$ cat src/rtl/sd_cmd_engine.sv
module sd_cmd_engine #(
  parameter int TIMEOUT    = 64,
  parameter int RST_CYCLES = 8
) (
  input  logic        clk,
  input  logic        rst_n,
  input  logic        arg_wr,
  input  logic [31:0] arg_wdata,
  input  logic        ctl_wr,
  input  logic [10:0] ctl_wdata,
  input  logic        cmd_i,
  output logic        cmd_o,
  output logic        cmd_oe,
  output logic        busy,
  output logic        rst_busy,
  output logic [6:0]  status,
  output logic [31:0] resp0,
  output logic [31:0] resp1,
  output logic [31:0] resp2,
  output logic [31:0] resp3,
  output logic [6:0]  resp_idx
);
  localparam int TW = $clog2(TIMEOUT + 1);
  localparam int RW = $clog2(RST_CYCLES + 1);

  typedef enum logic [2:0] {S_IDLE, S_TX, S_WAIT, S_RX, S_RST} state_t;
  state_t state;

  logic [31:0]  arg_q;
  logic [47:0]  tx_sh;
  logic [7:0]   cnt;
  logic [TW-1:0] tmr;
  logic [RW-1:0] rcnt;
  logic         need_q, long_q, app_q;
  logic [6:0]   crc_c, crc_r;
  logic [5:0]   hdr;
  logic [126:0] dsh;

  function automatic logic [6:0] crc_step(input logic [6:0] c, input logic b);
    crc_step = {c[5:0], 1'b0} ^ ((b ^ c[6]) ? 7'h09 : 7'h00);
  endfunction

  function automatic logic [6:0] crc40(input logic [39:0] d);
    logic [6:0] c = '0;
    for (int i = 39; i >= 0; i--) c = crc_step(c, d[i]);
    return c;
  endfunction

  wire        start_req = ctl_wr && ctl_wdata[9] && !ctl_wdata[10];
  wire        rst_req   = ctl_wr && ctl_wdata[10];
  wire [39:0] head      = {2'b01, ctl_wdata[5:0], arg_q};
  wire [7:0]  last_b    = long_q ? 8'd134 : 8'd46;
  wire [7:0]  cov_lo    = long_q ? 8'd7   : 8'd0;
  wire [7:0]  cov_hi    = long_q ? 8'd126 : 8'd38;

  assign cmd_oe   = (state == S_TX);
  assign cmd_o    = cmd_oe ? tx_sh[47] : 1'b1;
  assign busy     = (state != S_IDLE);
  assign rst_busy = (state == S_RST);

  always_ff @(posedge clk or negedge rst_n) begin
    if (!rst_n) begin
      state <= S_IDLE; arg_q <= '0; tx_sh <= '0; cnt <= '0; tmr <= '0; rcnt <= '0;
      need_q <= 1'b0; long_q <= 1'b0; app_q <= 1'b0; crc_c <= '0; crc_r <= '0;
      hdr <= '0; dsh <= '0; status <= '0;
      resp0 <= '0; resp1 <= '0; resp2 <= '0; resp3 <= '0; resp_idx <= '0;
    end else begin
      if (arg_wr) arg_q <= arg_wdata;
      if (rst_req) begin
        state <= S_RST; rcnt <= RW'(RST_CYCLES - 1); status <= '0;
        resp0 <= '0; resp1 <= '0; resp2 <= '0; resp3 <= '0; resp_idx <= '0;
      end else begin
        case (state)
          S_IDLE: if (start_req) begin
            state  <= S_TX;
            tx_sh  <= {head, crc40(head), 1'b1};
            cnt    <= '0;
            need_q <= ctl_wdata[6]; long_q <= ctl_wdata[7]; app_q <= ctl_wdata[8];
            status <= '0;
          end
          S_TX: begin
            tx_sh <= {tx_sh[46:0], 1'b0};
            cnt   <= cnt + 8'd1;
            if (cnt == 8'd47) begin
              tmr <= '0;
              if (need_q) state <= S_WAIT;
              else begin state <= S_IDLE; status <= 7'h40; end
            end
          end
          S_WAIT: begin
            if (!cmd_i) begin
              state <= S_RX; cnt <= '0; crc_c <= '0; dsh <= '0;
            end else if (tmr == TW'(TIMEOUT - 1)) begin
              state <= S_IDLE; status <= 7'h04;
            end else tmr <= tmr + 1'b1;
          end
          S_RX: begin
            cnt <= cnt + 8'd1;
            if (cnt >= 8'd1 && cnt <= 8'd6) hdr <= {hdr[4:0], cmd_i};
            if (cnt >= 8'd7 && cnt < last_b) dsh <= {dsh[125:0], cmd_i};
            if (cnt >= cov_lo && cnt <= cov_hi) crc_c <= crc_step(crc_c, cmd_i);
            else if (cnt < last_b) crc_r <= {crc_r[5:0], cmd_i};
            if (cnt == last_b) begin
              state    <= S_IDLE;
              status   <= (crc_c == crc_r) ? 7'h10 : 7'h01;
              resp_idx <= {app_q, hdr};
              if (long_q) begin
                resp0 <= dsh[126:95]; resp1 <= dsh[94:63];
                resp2 <= dsh[62:31];  resp3 <= {dsh[30:0], 1'b0};
              end else resp0 <= dsh[38:7];
            end
          end
          S_RST: if (rcnt == '0) state <= S_IDLE; else rcnt <= rcnt - 1'b1;
          default: state <= S_IDLE;
        endcase
      end
    end
  end

  a_r2_oe_from_start: assert property (@(posedge clk) disable iff (!rst_n)
    $rose(cmd_oe) |-> $past(ctl_wr && ctl_wdata[9] && !ctl_wdata[10]));
  a_r8_reset_from_write: assert property (@(posedge clk) disable iff (!rst_n)
    $rose(rst_busy) |-> $past(ctl_wr && ctl_wdata[10]));
  a_r10_single_flag: assert property (@(posedge clk) disable iff (!rst_n)
    $onehot0(status));
  a_r10_status_hold: assert property (@(posedge clk) disable iff (!rst_n)
    (!busy && !ctl_wr) |=> $stable(status));
endmodule

$ cat config.mk
export PLATFORM = sky130hd
export DESIGN_NAME = sd_cmd_engine
export DESIGN_NICKNAME = d
export VERILOG_FILES = /design/src/rtl/sd_cmd_engine.sv
export SDC_FILE = /design/constraint.sdc
export NUM_CORES = 1
export LEC_CHECK = 0
export BUFFER_PORTS_ARGS = -buffer_cell sky130_fd_sc_hd__buf_2
export CORE_ASPECT_RATIO = 0.9
export CORE_MARGIN = 5
export CORE_UTILIZATION = 40
export DETAILED_ROUTE_END_ITERATION = 16
export PLACE_DENSITY_LB_ADDON = 0.25
export SLEW_MARGIN = 30
export SYNTH_ARGS = -nofsm -noshare
export SYNTH_HDL_FRONTEND = slang
export SYNTH_SLANG_ARGS = --single-unit
$ cat constraint.sdc
create_clock -name clk -period 7 [get_ports clk]
set_input_delay 0.7 -clock clk [delete_from_list [all_inputs] [get_ports clk]]
set_output_delay 0.7 -clock clk [all_outputs]
set_load 0.005 [all_outputs]
-- Word level (Yosys, flattened, before mapping)
Cells that the tools add are included.
W data, S select, Z words.
- register bits after elaboration: 394
- latch bits: 0
- bits in writable memories: 0
- bits in read-only memories: 0
- input port bits: 48
- logic and storage cells: 262
- memories: 0
- add/sub/neg operators: 3
- multiply operators: 0
- divide/modulo/power cells: 0
- order comparisons: 6
- eq/ne operators: 24
- shifts and indexed selects: 0
- multiplexer cells: 98
- bitwise logic cells: 79
- reductions and logical operators: 33
- operators with widths (operator ; number):
    $mux W32 ; 16
    $xor A7 B4 Y7 ; 37
    $mux W127 ; 2
    $pmux W127 S2 ; 1
    $mux W4 ; 42
    $mux W7 ; 16
    $pmux W48 S2 ; 1
    $mux W48 ; 1
    $xor A1 B1 Y1 ; 36
    $pmux W7 S2 ; 2
    $pmux W7 S4 ; 1
    $mux W3 ; 8
    $mux W8 ; 3
    $pmux W8 S3 ; 1
    $reduce_and A4 Y1 ; 4
    $pmux W3 S5 ; 1
    $ne A2 B2 Y1 const B ; 7
    $reduce_bool A2 Y1 ; 7
    $ne A3 B3 Y1 const B ; 4
    $reduce_and A3 Y1 ; 4
    $reduce_and A5 Y1 ; 2
    $add A8 B1 Y8 const B ; 1
    $eq A8 B6 Y1 const B ; 1
    $eq A8 B8 Y1 ; 1
    33 further kinds ; 44

-- Longest topological paths before layout
- depth in word-level cells: 111
- gate-level depth with buffers: 12

-- Worst setup path before layout
Ideal clock, no wire load.
- path kind: register -> register
- start: reg long_q
- end: reg status[4]
- library setup time: 0.078 ns
- arrival time: 3.520 ns
- required time: 6.922 ns
- path slack: 3.402 ns
- stages on the path, launching flop included: 12
- buffers on the path: 3
- period minus slack after synthesis: 3.598 ns
- cell sequence: dfrtp_1 -> clkbuf_1 -> buf_1 -> inv_1 -> ha_1 -> and4bb_2 -> nor4b_2 -> o211ai_1 -> or3b_2 -> clkbuf_1 -> or3_1 -> a21oi_1
- cells in the longest elaborated chain, start to end: 4
- RTL lines (element ; RTL line ; source):
    start, declared ; 34 ; logic need_q, long_q, app_q;
    start signal, assigned ; 78 ; need_q <= ctl_wdata[6]; long_q <= ctl_wdata[7]; app_q <= ctl_wdata[8];
    $mux W8 ; 52 ; wire [7:0] last_b = long_q ? 8'd134 : 8'd46;
    $eq A8 B8 Y1 ; 103 ; if (cnt == last_b) begin
    $ne A3 B3 Y1 (no source line) ; n/a ;
    $reduce_and A7 Y1 (no source line) ; n/a ;
    end signal, assigned ; 105 ; status <= (crc_c == crc_r) ? 7'h10 : 7'h01;
    end, declared ; 16 ; output logic [6:0] status,
No other way between the ends.
A chain may end at the register's enable or synchronous reset.

-- Final worst setup path
- start: reg long_q
- end: reg dsh[10]
- cells in the longest elaborated chain, start to end: 5
- RTL lines (element ; RTL line ; source):
    $mux W8 ; 52 ;
    $lt A8 B8 Y1 ; 100 ; if (cnt >= 8'd7 && cnt < last_b) dsh <= {dsh[125:0], cmd_i};
    $logic_and A1 B1 Y1 ; 100 ;
    $ne A2 B2 Y1 (no source line) ; n/a ;
    $reduce_and A4 Y1 (no source line) ; n/a ;
    end signal, assigned ; 100 ;
    end, declared ; 37 ; logic [126:0] dsh;
No other way between the ends.

==> metrics <==
status finished clean; routability cong. 0.799; DP HPWL 26.6 mm; initial antenna violation count 1; row count 73; slew at the pin with the worst max-slew slack 891 ps; met1 Track Usage GR 23.3%; ys async rst share 100%; max-slew violations 0; Startpoint Class flop; fin area 20,700 µm²; sequential power share 43.8%; Clock transition at path regs 60 ps; Max-Cap Viols 0; YS warnings 0; vias post-DR 12,680; Rel. slew slack 40.2%; DR iter-0 viols 1,118; TNS Setup 0 ps; Leakage 9.30 nW; Wirelength per Cell 17.3 µm; CTS max path bufs 3; clock latency on the worst-skew pair 560 ps; clock sink count 390; I/O pin cnt 194; Crit Path Category reg2reg; nets 1,846; global route overflow 0; CP max FO 178; area grow syn2layout 16.7%; peak supply drop 0.177 mV; clock root cell clkbuf_16; Hold Path Class in2reg; Placeable Area 44,000 µm²; die span in x 232 µm; vias per cell 5.25; Die ar. 48,700 µm²; total power 7.77 mW; routed wire length 41.8 mm; share of cells above drive strength 1 19.8%; #FFs+latches synth 390; die height 210 µm; fmax 287 MHz; Comb power frac 26.0%; Mapped Cells 1,671; Worst Setup End Kind flop; pin count of the biggest net entering global routing 255; RSZ-0062 raised after global routing no; H-tree Lvls 2; Critical Path AT 3900 ps; Cell variety after synth 63; Post-CTS Setup Inserts 0; GRT Max-Usage Layer met2; Num CTS Buffers 43; global-route usage over all layers 16.8%; Netlist Area Pre-Place 17,700 µm²; Syn Area/Cell 10.6 µm²; number of nets still failing antenna checks after routing 0; # DRC 0; post-layout min period 3490 ps; Post-synth top flop dfrtp_1; met3 GRT Util 3.12%; vias in the first global route 12,502; power per cell area 375 nW/µm²; Final Hold Fails 0; hold_ws 347 ps; register area share after synthesis 55.0%; DRT Pass-1 Iters 5; Sw Share 31.9%; Final period util 49.8%; CTS tree done; internal power 5.29 mW; Switch Pwr 2.48 mW; Worst Path Required 7410 ps; Clock power frac 30.2%; # diodes 0; skew final 22.7 ps; DP Area 19,100 µm²; global-route wire length before repair 67.6 mm; # setup viols final 0; PortBufs 189; fillcell total 4,110; EDFF count, synth 0; GRT met2 Usage 26.9%; Initial Utilization 40.3%
## final timing paths
| path | from | end | slack, ps | cells past startpoint |
|---|---|---|---|---|
| setup / recovery | long_q | dsh[10] | 3510 | 9 |
| hold / removal | ctl_wdata[7] | long_q | 350 | 3 |
| setup reg to reg | long_q | dsh[10] | 3510 | 9 |
| hold reg to reg | resp0[31] | resp0[31] | 470 | 2 |
| max in group asynchronous | rst_n | dsh[59] | 4790 | 5 |
| min in group asynchronous | rst_n | resp0[10] | 580 | 2 |
## logic make-up after synthesis
family | count (synthesis) | synth area share (%)
buffers and inverters | 161 | 3.67
AOI/OAI and AO/OA | 489 | 17.6
xor gates and xnor gates | 78 | 5.78
DFF | 390 | 55.0
other | 1 | 0.0211
muxes | 120 | 7.11
adders and majority gates | 15 | 1.06
and+or+nand+nor | 417 | 9.76
## synth_stat cells (all sizes together), types with 17 or more instances
master / n / share of area, %
a21oi: 54 / 1.5
a22o: 56 / 2.8
buf: 19 / 0.57
clkbuf: 129 / 2.8
dfrtp: 390 / 55
mux2: 48 / 3.0
mux2i: 72 / 4.1
nand2: 321 / 6.8
nor2: 32 / 0.69
o21ai: 197 / 5.6
o31ai: 152 / 6.4
xnor2: 37 / 1.9
xnor3: 17 / 2.3
xor2: 19 / 0.94
## layout make-up
| type | instances | area, µm² | share of cell area [%] |
|---|---|---|---|
| sequential | 390 | 9760 | 47.1 |
| multi-input combinational | 1123 | 7430 | 35.9 |
| clock buffer | 66 | 1350 | 6.49 |
| timing repair buffer | 213 | 1250 | 6.04 |
| tap | 600 | 751 | 3.62 |
| clock inverter | 12 | 138 | 0.664 |
| inverter | 12 | 45.0 | 0.217 |
## layer usage
layer	routed length (µm)	vias up	share of wire [%]
met3	1920	62	4.6
met2	19300	228	46
li1	-	6139	-
met5	13	-	0.031
met1	19600	6249	47
met4	1010	2	2.4
## stage by stage
stage / cells / setup WS (ps) / util, %
floorplan: 1674 / 3400 / -
global placement: 2333 / 3620 / 43.4
detailed placement: 2334 / 3700 / 43.5
CTS: 2412 / 3630 / 46.8
global route: 2416 / 3240 / 47.1
finish: 2416 / 3510 / 47.1
## layout by cell type, fill, tap and decap left out, types with 6 or more instances in the layout
master	n
dfrtp_1	389
nand2_1	321
o21ai_0	196
buf_2	188
o31ai_1	152
mux2i_1	72
a22o_1	56
a21oi_1	53
mux2_2	48
clkbuf_16	45
xnor2_1	36
nor2_1	29
xor2_1	19
ha_1	15
buf_4	15
nand3_1	14
clkbuf_8	14
inv_1	12
nor3_1	10
xnor3_1	8
clkinv_2	8
a211oi_1	7
clkbuf_1	7
nor4_1	6
## state kept, by name, summed over array words and instances (netlist names), 4 cells and up
register / count
status: 4
resp1: 32
tx_sh: 48
crc_c: 7
crc_r: 7
resp0: 32
resp_idx: 7
tmr: 7
arg_q: 32
rcnt: 4
dsh: 127
resp2: 32
cnt: 8
hdr: 6
resp3: 31
## power groups by stage
stage,Combinational [mW],Clock (mW),Sequential [mW]
floorplan,1.63,0,3.25
finish,2.02,2.35,3.41
global route,2.29,2.49,3.50
global placement,1.97,0,3.42
detailed placement,2.03,0,3.44
CTS,2.04,2.41,3.41
## critical path, cell delays in order (launching register included)
cell	delay (ps)
dfrtp_2	350
buf_4	550
ha_1	370
a211o_1	290
a211oi_1	530
a41oi_4	200
buf_12	240
buf_16	280
o21ai_0	290
o31ai_1	100
## what timing repair did
item / 4_1_cts / 5_1_grt
resized for setup: 0 / 0
endpoints found under the hold margin: 0 / 24
hold buffers: 0 / 1
(Power assumes the default switching activity.)
